[config.mk]
export PLATFORM = sky130hd
export DESIGN_NAME = pot_cmd_regfile
export DESIGN_NICKNAME = d
export VERILOG_FILES = /design/src/rtl/pot_cmd_pkg.sv /design/src/rtl/pot_cmd_decode.sv /design/src/rtl/pot_regfile.sv /design/src/rtl/pot_wiper.sv /design/src/rtl/pot_nv_timer.sv /design/src/rtl/pot_cmd_regfile.sv
export SDC_FILE = /design/constraint.sdc
export NUM_CORES = 1
export LEC_CHECK = 0
export CORE_UTILIZATION = 40
export DETAILED_ROUTE_END_ITERATION = 12
export GPL_TIMING_DRIVEN = 1
export PLACE_DENSITY = 0.53
export SYNTH_ARGS = -nofsm -noshare
export SYNTH_HDL_FRONTEND = slang
export SYNTH_SLANG_ARGS = --single-unit
[constraint.sdc]
create_clock -name clk -period 4.4 [get_ports clk]
set_input_delay 0.66 -clock clk [delete_from_list [all_inputs] [get_ports clk]]
set_output_delay 0.66 -clock clk [all_outputs]
set_load 0.05 [all_outputs]
[src/rtl/pot_cmd_pkg.sv]
package pot_cmd_pkg;

  // operation encodings of the command byte's upper nibble
  localparam logic [3:0] OPC_RD_WCR = 4'b1001;
  localparam logic [3:0] OPC_WR_WCR = 4'b1010;
  localparam logic [3:0] OPC_RD_DR  = 4'b1011;
  localparam logic [3:0] OPC_WR_DR  = 4'b1100;
  localparam logic [3:0] OPC_D2W    = 4'b1101;
  localparam logic [3:0] OPC_W2D    = 4'b1110;
  localparam logic [3:0] OPC_G_D2W  = 4'b0001;
  localparam logic [3:0] OPC_G_W2D  = 4'b1000;
  localparam logic [3:0] OPC_STEP   = 4'b0010;

  typedef enum logic [3:0] {
    K_NONE, K_RD_WCR, K_WR_WCR, K_RD_DR, K_WR_DR,
    K_D2W, K_W2D, K_G_D2W, K_G_W2D, K_STEP
  } kind_e;

  typedef enum logic [2:0] {
    ST_IDLE, ST_CMD, ST_WDATA, ST_RDATA, ST_STEP, ST_DONE
  } phase_e;

endpackage

[src/rtl/pot_cmd_decode.sv]
module pot_cmd_decode
  import pot_cmd_pkg::*;
#(
  parameter int PW = 2,
  parameter int RW = 2
) (
  input  logic [7:0]    cmd_i,
  output kind_e         kind_o,
  output logic [PW-1:0] pot_o,
  output logic [RW-1:0] reg_o
);

  always_comb begin
    unique case (cmd_i[7:4])
      OPC_RD_WCR: kind_o = K_RD_WCR;
      OPC_WR_WCR: kind_o = K_WR_WCR;
      OPC_RD_DR:  kind_o = K_RD_DR;
      OPC_WR_DR:  kind_o = K_WR_DR;
      OPC_D2W:    kind_o = K_D2W;
      OPC_W2D:    kind_o = K_W2D;
      OPC_G_D2W:  kind_o = K_G_D2W;
      OPC_G_W2D:  kind_o = K_G_W2D;
      OPC_STEP:   kind_o = K_STEP;
      default:    kind_o = K_NONE;
    endcase
  end

  assign pot_o = cmd_i[RW+PW-1:RW];
  assign reg_o = cmd_i[RW-1:0];

endmodule

[src/rtl/pot_regfile.sv]
module pot_regfile #(
  parameter int DW    = 8,
  parameter int DEPTH = 16,
  localparam int AW   = $clog2(DEPTH)
) (
  input  logic          clk,
  input  logic          we_i,
  input  logic [AW-1:0] waddr_i,
  input  logic [DW-1:0] wdata_i,
  input  logic [AW-1:0] raddr_i,
  output logic [DW-1:0] rdata_o
);

  logic [DW-1:0] mem [DEPTH];

  // contents survive reset: this array models the nonvolatile cells
  initial begin
    for (int i = 0; i < DEPTH; i++) mem[i] = '0;
  end

  always_ff @(posedge clk) begin
    if (we_i) mem[waddr_i] <= wdata_i;
    rdata_o <= mem[raddr_i];
  end

endmodule

[src/rtl/pot_wiper.sv]
module pot_wiper #(
  parameter int DW    = 8,
  parameter int POS_W = 6
) (
  input  logic          clk,
  input  logic          rst,
  input  logic          ld_i,
  input  logic [DW-1:0] ld_val_i,
  input  logic          step_i,
  input  logic          up_i,
  output logic [DW-1:0] wcr_o
);

  localparam logic [POS_W-1:0] POS_TOP = '1;

  logic [POS_W-1:0] pos;
  assign pos = wcr_o[POS_W-1:0];

  always_ff @(posedge clk) begin
    if (rst) begin
      wcr_o <= '0;
    end else if (ld_i) begin
      wcr_o <= ld_val_i;
    end else if (step_i) begin
      if (up_i && pos != POS_TOP)
        wcr_o[POS_W-1:0] <= pos + 1'b1;
      else if (!up_i && pos != '0)
        wcr_o[POS_W-1:0] <= pos - 1'b1;
    end
  end

endmodule

[src/rtl/pot_nv_timer.sv]
module pot_nv_timer #(
  parameter int CYCLES = 2_000_000,
  localparam int CW    = $clog2(CYCLES + 1)
) (
  input  logic clk,
  input  logic rst,
  input  logic start_i,
  output logic busy_o
);

  logic [CW-1:0] remain;

  always_ff @(posedge clk) begin
    if (rst)                remain <= '0;
    else if (start_i)       remain <= CW'(CYCLES);
    else if (remain != '0)  remain <= remain - 1'b1;
  end

  assign busy_o = (remain != '0);

endmodule

[src/rtl/pot_cmd_regfile.sv]
module pot_cmd_regfile
  import pot_cmd_pkg::*;
#(
  parameter int NPOTS     = 4,
  parameter int NREGS     = 4,
  parameter int DW        = 8,
  parameter int POS_W     = 6,
  parameter int NV_CYCLES = 2_000_000
) (
  input  logic                clk,
  input  logic                rst,
  input  logic                start_i,
  input  logic                stop_i,
  input  logic                byte_valid_i,
  input  logic [7:0]          byte_i,
  input  logic                step_i,
  input  logic                step_up_i,
  output logic [DW-1:0]       rd_data_o,
  output logic                busy_o,
  output logic [NPOTS*DW-1:0] wcr_o
);

  localparam int PW    = $clog2(NPOTS);
  localparam int RW    = $clog2(NREGS);
  localparam int DEPTH = NPOTS * NREGS;
  localparam int AW    = PW + RW;
  localparam logic [PW-1:0] LAST_POT = PW'(NPOTS - 1);

  // command decode
  kind_e         dec_kind;
  logic [PW-1:0] dec_pot;
  logic [RW-1:0] dec_reg;

  pot_cmd_decode #(.PW(PW), .RW(RW)) u_dec (
    .cmd_i (byte_i),
    .kind_o(dec_kind),
    .pot_o (dec_pot),
    .reg_o (dec_reg)
  );

  // transaction state
  phase_e        phase;
  kind_e         cmd_kind;
  logic [PW-1:0] cmd_pot;

  // buffered nonvolatile write
  logic          pend_valid, pend_global;
  logic [PW-1:0] pend_pot;
  logic [RW-1:0] pend_reg;
  logic [DW-1:0] pend_data;

  // read engine: walks pots, memory data returns one cycle later
  logic          seq_active, seq_to_rd;
  logic [PW-1:0] seq_pot, seq_last;
  logic [RW-1:0] seq_reg;
  logic          q_valid, q_to_rd;
  logic [PW-1:0] q_pot;

  // commit engine: writes buffered data after stop
  logic          cm_active, cm_global;
  logic [PW-1:0] cm_pot, cm_last;
  logic [RW-1:0] cm_reg;
  logic [DW-1:0] cm_data;

  logic          init_busy, nv_busy, nv_start;
  logic [DW-1:0] mem_q, mem_wdata;
  logic          mem_we;

  logic [DW-1:0] wcr    [NPOTS];
  logic          ld_en  [NPOTS];
  logic          stp_en [NPOTS];
  logic [DW-1:0] ld_val;

  logic          accept, ev_byte, wr_wcr_fire, step_fire;

  assign busy_o  = init_busy | nv_busy;
  assign accept  = !busy_o;
  assign ev_byte = accept && byte_valid_i && !stop_i && !start_i;
  assign wr_wcr_fire = ev_byte && phase == ST_WDATA && cmd_kind == K_WR_WCR;
  assign step_fire   = accept && step_i && phase == ST_STEP;
  assign nv_start    = accept && stop_i && pend_valid;

  // memory of data registers
  assign mem_we    = cm_active;
  assign mem_wdata = cm_global ? wcr[cm_pot] : cm_data;

  pot_regfile #(.DW(DW), .DEPTH(DEPTH)) u_rf (
    .clk    (clk),
    .we_i   (mem_we),
    .waddr_i({cm_pot, cm_reg}),
    .wdata_i(mem_wdata),
    .raddr_i({seq_pot, seq_reg}),
    .rdata_o(mem_q)
  );

  pot_nv_timer #(.CYCLES(NV_CYCLES)) u_tmr (
    .clk    (clk),
    .rst    (rst),
    .start_i(nv_start),
    .busy_o (nv_busy)
  );

  // wiper control
  always_comb begin
    ld_val = mem_q;
    for (int p = 0; p < NPOTS; p++) begin
      ld_en[p]  = 1'b0;
      stp_en[p] = 1'b0;
    end
    if (q_valid && !q_to_rd) begin
      ld_en[q_pot] = 1'b1;
    end else if (wr_wcr_fire) begin
      ld_en[cmd_pot] = 1'b1;
      ld_val         = byte_i;
    end
    if (step_fire) stp_en[cmd_pot] = 1'b1;
  end

  for (genvar g = 0; g < NPOTS; g++) begin : g_pot
    pot_wiper #(.DW(DW), .POS_W(POS_W)) u_wiper (
      .clk     (clk),
      .rst     (rst),
      .ld_i    (ld_en[g]),
      .ld_val_i(ld_val),
      .step_i  (stp_en[g]),
      .up_i    (step_up_i),
      .wcr_o   (wcr[g])
    );
    assign wcr_o[g*DW +: DW] = wcr[g];
  end

  // sequencing
  always_ff @(posedge clk) begin
    if (rst) begin
      phase       <= ST_IDLE;
      cmd_kind    <= K_NONE;
      cmd_pot     <= '0;
      pend_valid  <= 1'b0;
      pend_global <= 1'b0;
      pend_pot    <= '0;
      pend_reg    <= '0;
      pend_data   <= '0;
      seq_active  <= 1'b1;          // reload every wiper from register 0
      seq_to_rd   <= 1'b0;
      seq_pot     <= '0;
      seq_last    <= LAST_POT;
      seq_reg     <= '0;
      q_valid     <= 1'b0;
      q_to_rd     <= 1'b0;
      q_pot       <= '0;
      cm_active   <= 1'b0;
      cm_global   <= 1'b0;
      cm_pot      <= '0;
      cm_last     <= '0;
      cm_reg      <= '0;
      cm_data     <= '0;
      init_busy   <= 1'b1;
      rd_data_o   <= '0;
    end else begin
      q_valid   <= seq_active;
      q_to_rd   <= seq_to_rd;
      q_pot     <= seq_pot;
      init_busy <= init_busy && (seq_active || q_valid);

      if (seq_active) begin
        if (seq_pot == seq_last) seq_active <= 1'b0;
        else                     seq_pot    <= seq_pot + 1'b1;
      end
      if (q_valid && q_to_rd) rd_data_o <= mem_q;

      if (cm_active) begin
        if (cm_pot == cm_last) cm_active <= 1'b0;
        else                   cm_pot    <= cm_pot + 1'b1;
      end

      if (accept) begin
        if (stop_i) begin
          phase      <= ST_IDLE;
          pend_valid <= 1'b0;
          if (pend_valid) begin
            cm_active <= 1'b1;
            cm_global <= pend_global;
            cm_pot    <= pend_global ? '0 : pend_pot;
            cm_last   <= pend_global ? LAST_POT : pend_pot;
            cm_reg    <= pend_reg;
            cm_data   <= pend_data;
          end
        end else if (start_i) begin
          phase      <= ST_CMD;
          pend_valid <= 1'b0;
        end else if (byte_valid_i) begin
          unique case (phase)
            ST_CMD: begin
              cmd_kind <= dec_kind;
              cmd_pot  <= dec_pot;
              phase    <= ST_DONE;
              unique case (dec_kind)
                K_RD_WCR: begin
                  rd_data_o <= wcr[dec_pot];
                  phase     <= ST_RDATA;
                end
                K_RD_DR, K_D2W, K_G_D2W: begin
                  seq_active <= 1'b1;
                  seq_to_rd  <= (dec_kind == K_RD_DR);
                  seq_pot    <= (dec_kind == K_G_D2W) ? '0 : dec_pot;
                  seq_last   <= (dec_kind == K_G_D2W) ? LAST_POT : dec_pot;
                  seq_reg    <= dec_reg;
                  if (dec_kind == K_RD_DR) phase <= ST_RDATA;
                end
                K_WR_WCR, K_WR_DR: phase <= ST_WDATA;
                K_W2D, K_G_W2D: begin
                  pend_valid  <= 1'b1;
                  pend_global <= (dec_kind == K_G_W2D);
                  pend_pot    <= dec_pot;
                  pend_reg    <= dec_reg;
                  pend_data   <= wcr[dec_pot];
                end
                K_STEP:  phase <= ST_STEP;
                default: phase <= ST_DONE;
              endcase
              if (dec_kind == K_WR_DR) begin
                pend_pot <= dec_pot;
                pend_reg <= dec_reg;
              end
            end
            ST_WDATA: begin
              phase <= ST_DONE;
              if (cmd_kind == K_WR_DR) begin
                pend_valid  <= 1'b1;
                pend_global <= 1'b0;
                pend_data   <= byte_i;
              end
            end
            default: ;
          endcase
        end
      end
    end
  end

endmodule

==> impl_metrics.json <==
{
  "status": "complete, no violations",
  "cts_max_level": 1,
  "place.gp.congestion": 0.822,
  "hold_viol": 0,
  "multi_input_area_um2": 5250,
  "synth_area_um2": 11700,
  "post_cts_resize_count": 0,
  "reg_top3": "u_rf.mem: 128 flops, g_pot.u_wiper.wcr_o: 32 flops, u_tmr.remain: 21 flops",
  "ios": 56,
  "fillers": 2648,
  "slowest_stage": "clkdlybuf4s50_1",
  "synth_ff_type": "edfxtp_1",
  "area_delta_synth_final_pct": 16.1,
  "layoutNonFillerInstCount": 1421,
  "die_y_um": 173,
  "io_buffer_count": 55,
  "largest_reg_flops": 128,
  "die_w_um": 173,
  "ir_worst_vdd_mv": 0.315,
  "cp.required_ps": 3740,
  "final_common_cell": "edfxtp_1",
  "cp-end-kind": "primary output",
  "numCtsBuffers": 28,
  "place_inst": 1371,
  "core_area_um2": 28800,
  "cts_setup_buffers": 0,
  "cp_cell_sequence": "or3_1 > or3_1 > or3_1 > clkdlybuf4s50_1",
  "synth_warnings": 0,
  "cts_tree": "yes",
  "grt_max_degree": 70,
  "drv_cap": 0,
  "synth.avg_cell_area_um2": 12.2,
  "worstSkewPairLatency_ps": 560,
  "nNetsFinal": 1062,
  "layout_common_cells": "edfxtp_1 (128), dfxtp_1 (120), nor2_1 (92)",
  "largest_register": "u_rf.mem",
  "ys_types": 60,
  "cp-start-kind": "flip-flop",
  "drc": 0,
  "hold_class": "flip-flop to flip-flop",
  "dr_total_vias": 7883,
  "rsz0062_at_grt": "false",
  "ant_nets": 0,
  "crit_type": "flip-flop to primary output",
  "slowest_delay_ps": 720,
  "diodes": 0,
  "die_area_um2": 30000,
  "power_density_nw_per_um2": 437,
  "layout-drive-gt1-share": 0.149,
  "firstDrtPassIters": 4,
  "skew_ps": 21.0,
  "async_flop_share": 0,
  "cts_root_buf": "clkbuf_16",
  "grt_overflow_total": 0,
  "clk_path_buf_depth": 3,
  "finalCritPeriodShare": 0.845,
  "arrival_ps": 3060,
  "relSlewSlack": 0.359,
  "synth_edf_count": 128,
  "antenna_found_initial": 0,
  "ys_seq_area_frac": 0.534,
  "initial_core_util": 0.407,
  "rows": 62,
  "critPathMaxFanout": 8,
  "setup_viol": 0,
  "cp_common_cell": "or3_1",
  "max_freq_ghz": 0.269,
  "drv_slew": 0,
  "cts.sinks": 249,
  "min_period_ps": 3720,
  "drt-total-wl_um": 29900,
  "tightest_slew_ps": 959,
  "syn_nets": 1006,
  "grt_usage": 0.202,
  "detail_route.iter0.violations": 507,
  "syn_inst": 961,
  "grt_pass1_vias": 7827,
  "final-seq-area_um2": 6270,
  "ys_ff_latch": 249,
  "clk_pin_slew_ps": 60,
  "leakage_nw": 4.32,
  "fin_tns_setup_ps": 0,
  "place_hpwl_um": 21100,
  "grt_pass1_wl_um": 46800,
  "vias_per_cell": 5.55,
  "cts_hold_buf": 0,
  "wl_per_cell_um": 21.0
}
-- through the flow --
step / total power [mW] / util / hold WS [ps] / instance area (um^2) / worst slack (ps)
global placement: 3.74 / 0.442 / 437 / 12700 / 845
floorplan: 3.47 / - / 429 / 11700 / 1240
finish: 5.95 / 0.473 / 450 / 13600 / 684
CTS: 6.00 / 0.473 / 453 / 13600 / 656
detailed placement: 3.75 / 0.442 / 445 / 12700 / 775
global route: 6.22 / 0.473 / 470 / 13600 / 590
-- synth_stat cells (19+ instances only) --
cell type,n,share of area
a211oi_1,23,0.015
a21oi_1,53,0.023
clkbuf_1,33,0.011
dfxtp_1,121,0.21
edfxtp_1,128,0.33
ha_1,26,0.028
mux2i_1,44,0.038
mux4_2,56,0.11
nand2_1,76,0.024
nor2_1,92,0.029
o21ai_0,19,0.0081
xnor2_1,20,0.015
xor2_1,22,0.016
-- logic make-up (layout without fill, tap and decap cells) --
logic type,count (synthesis),in the layout,share of synthesized area
xor+xnor,42,42,0.0314
mux,111,111,0.156
compound gates,174,174,0.100
fa+ha+maj,30,30,0.0346
flops,249,249,0.534
buf+inv,59,135,0.0198
simple gates,296,296,0.124
-- where the power goes --
group	internal (mW)	switching, mW	total (mW)	leakage (nW)
clock network	1.31	0.942	2.25	0.444
logic	0.433	0.580	1.01	1.99
registers	2.54	0.148	2.69	1.89
-- worst max-delay path: cells and delay by family (launching register included) --
| kind | cells | cell delay [ps] |
|---|---|---|
| buffers and inverters | 1 | 720 |
| flip-flops | 1 | 340 |
| AND/OR/NAND/NOR | 3 | 1450 |
-- worst paths after layout --
kind                            startpoint                                endpoint  slack, ps  depth (start not counted)
min reg2reg       cmd_kind[3]$_SDFFE_PP0P_                cmd_kind[3]$_SDFFE_PP0P_        450                          2
max          u_tmr.remain[10]$_SDFFE_PP0P_                                  busy_o        680                          4
min               cmd_kind[3]$_SDFFE_PP0P_                cmd_kind[3]$_SDFFE_PP0P_        450                          2
max reg2reg  u_tmr.remain[10]$_SDFFE_PP0P_  g_pot[3].u_wiper.wcr_o[0]$_SDFFE_PP0P_       1000                          6
-- layer usage --
| layer | global-route usage | vias up | wire length, um |
|---|---|---|---|
| met4 | 0.0435 | 0 | 555 |
| met1 | 0.286 | 3909 | 14000 |
| met2 | 0.331 | 158 | 14100 |
| li1 | - | 3775 | - |
| met5 | 0 | - | 0 |
| met3 | 0.0281 | 41 | 1220 |
-- cell type report --
class                   instances  share of cell area
inverters                      12             0.00331
well taps                     384              0.0353
clock inverters                 9             0.00726
repair buffers                 73              0.0500
flip-flops and latches        249               0.460
multi-input cells             653               0.386
clock buffers                  41              0.0582
Power figures use the tool's default switching activity.
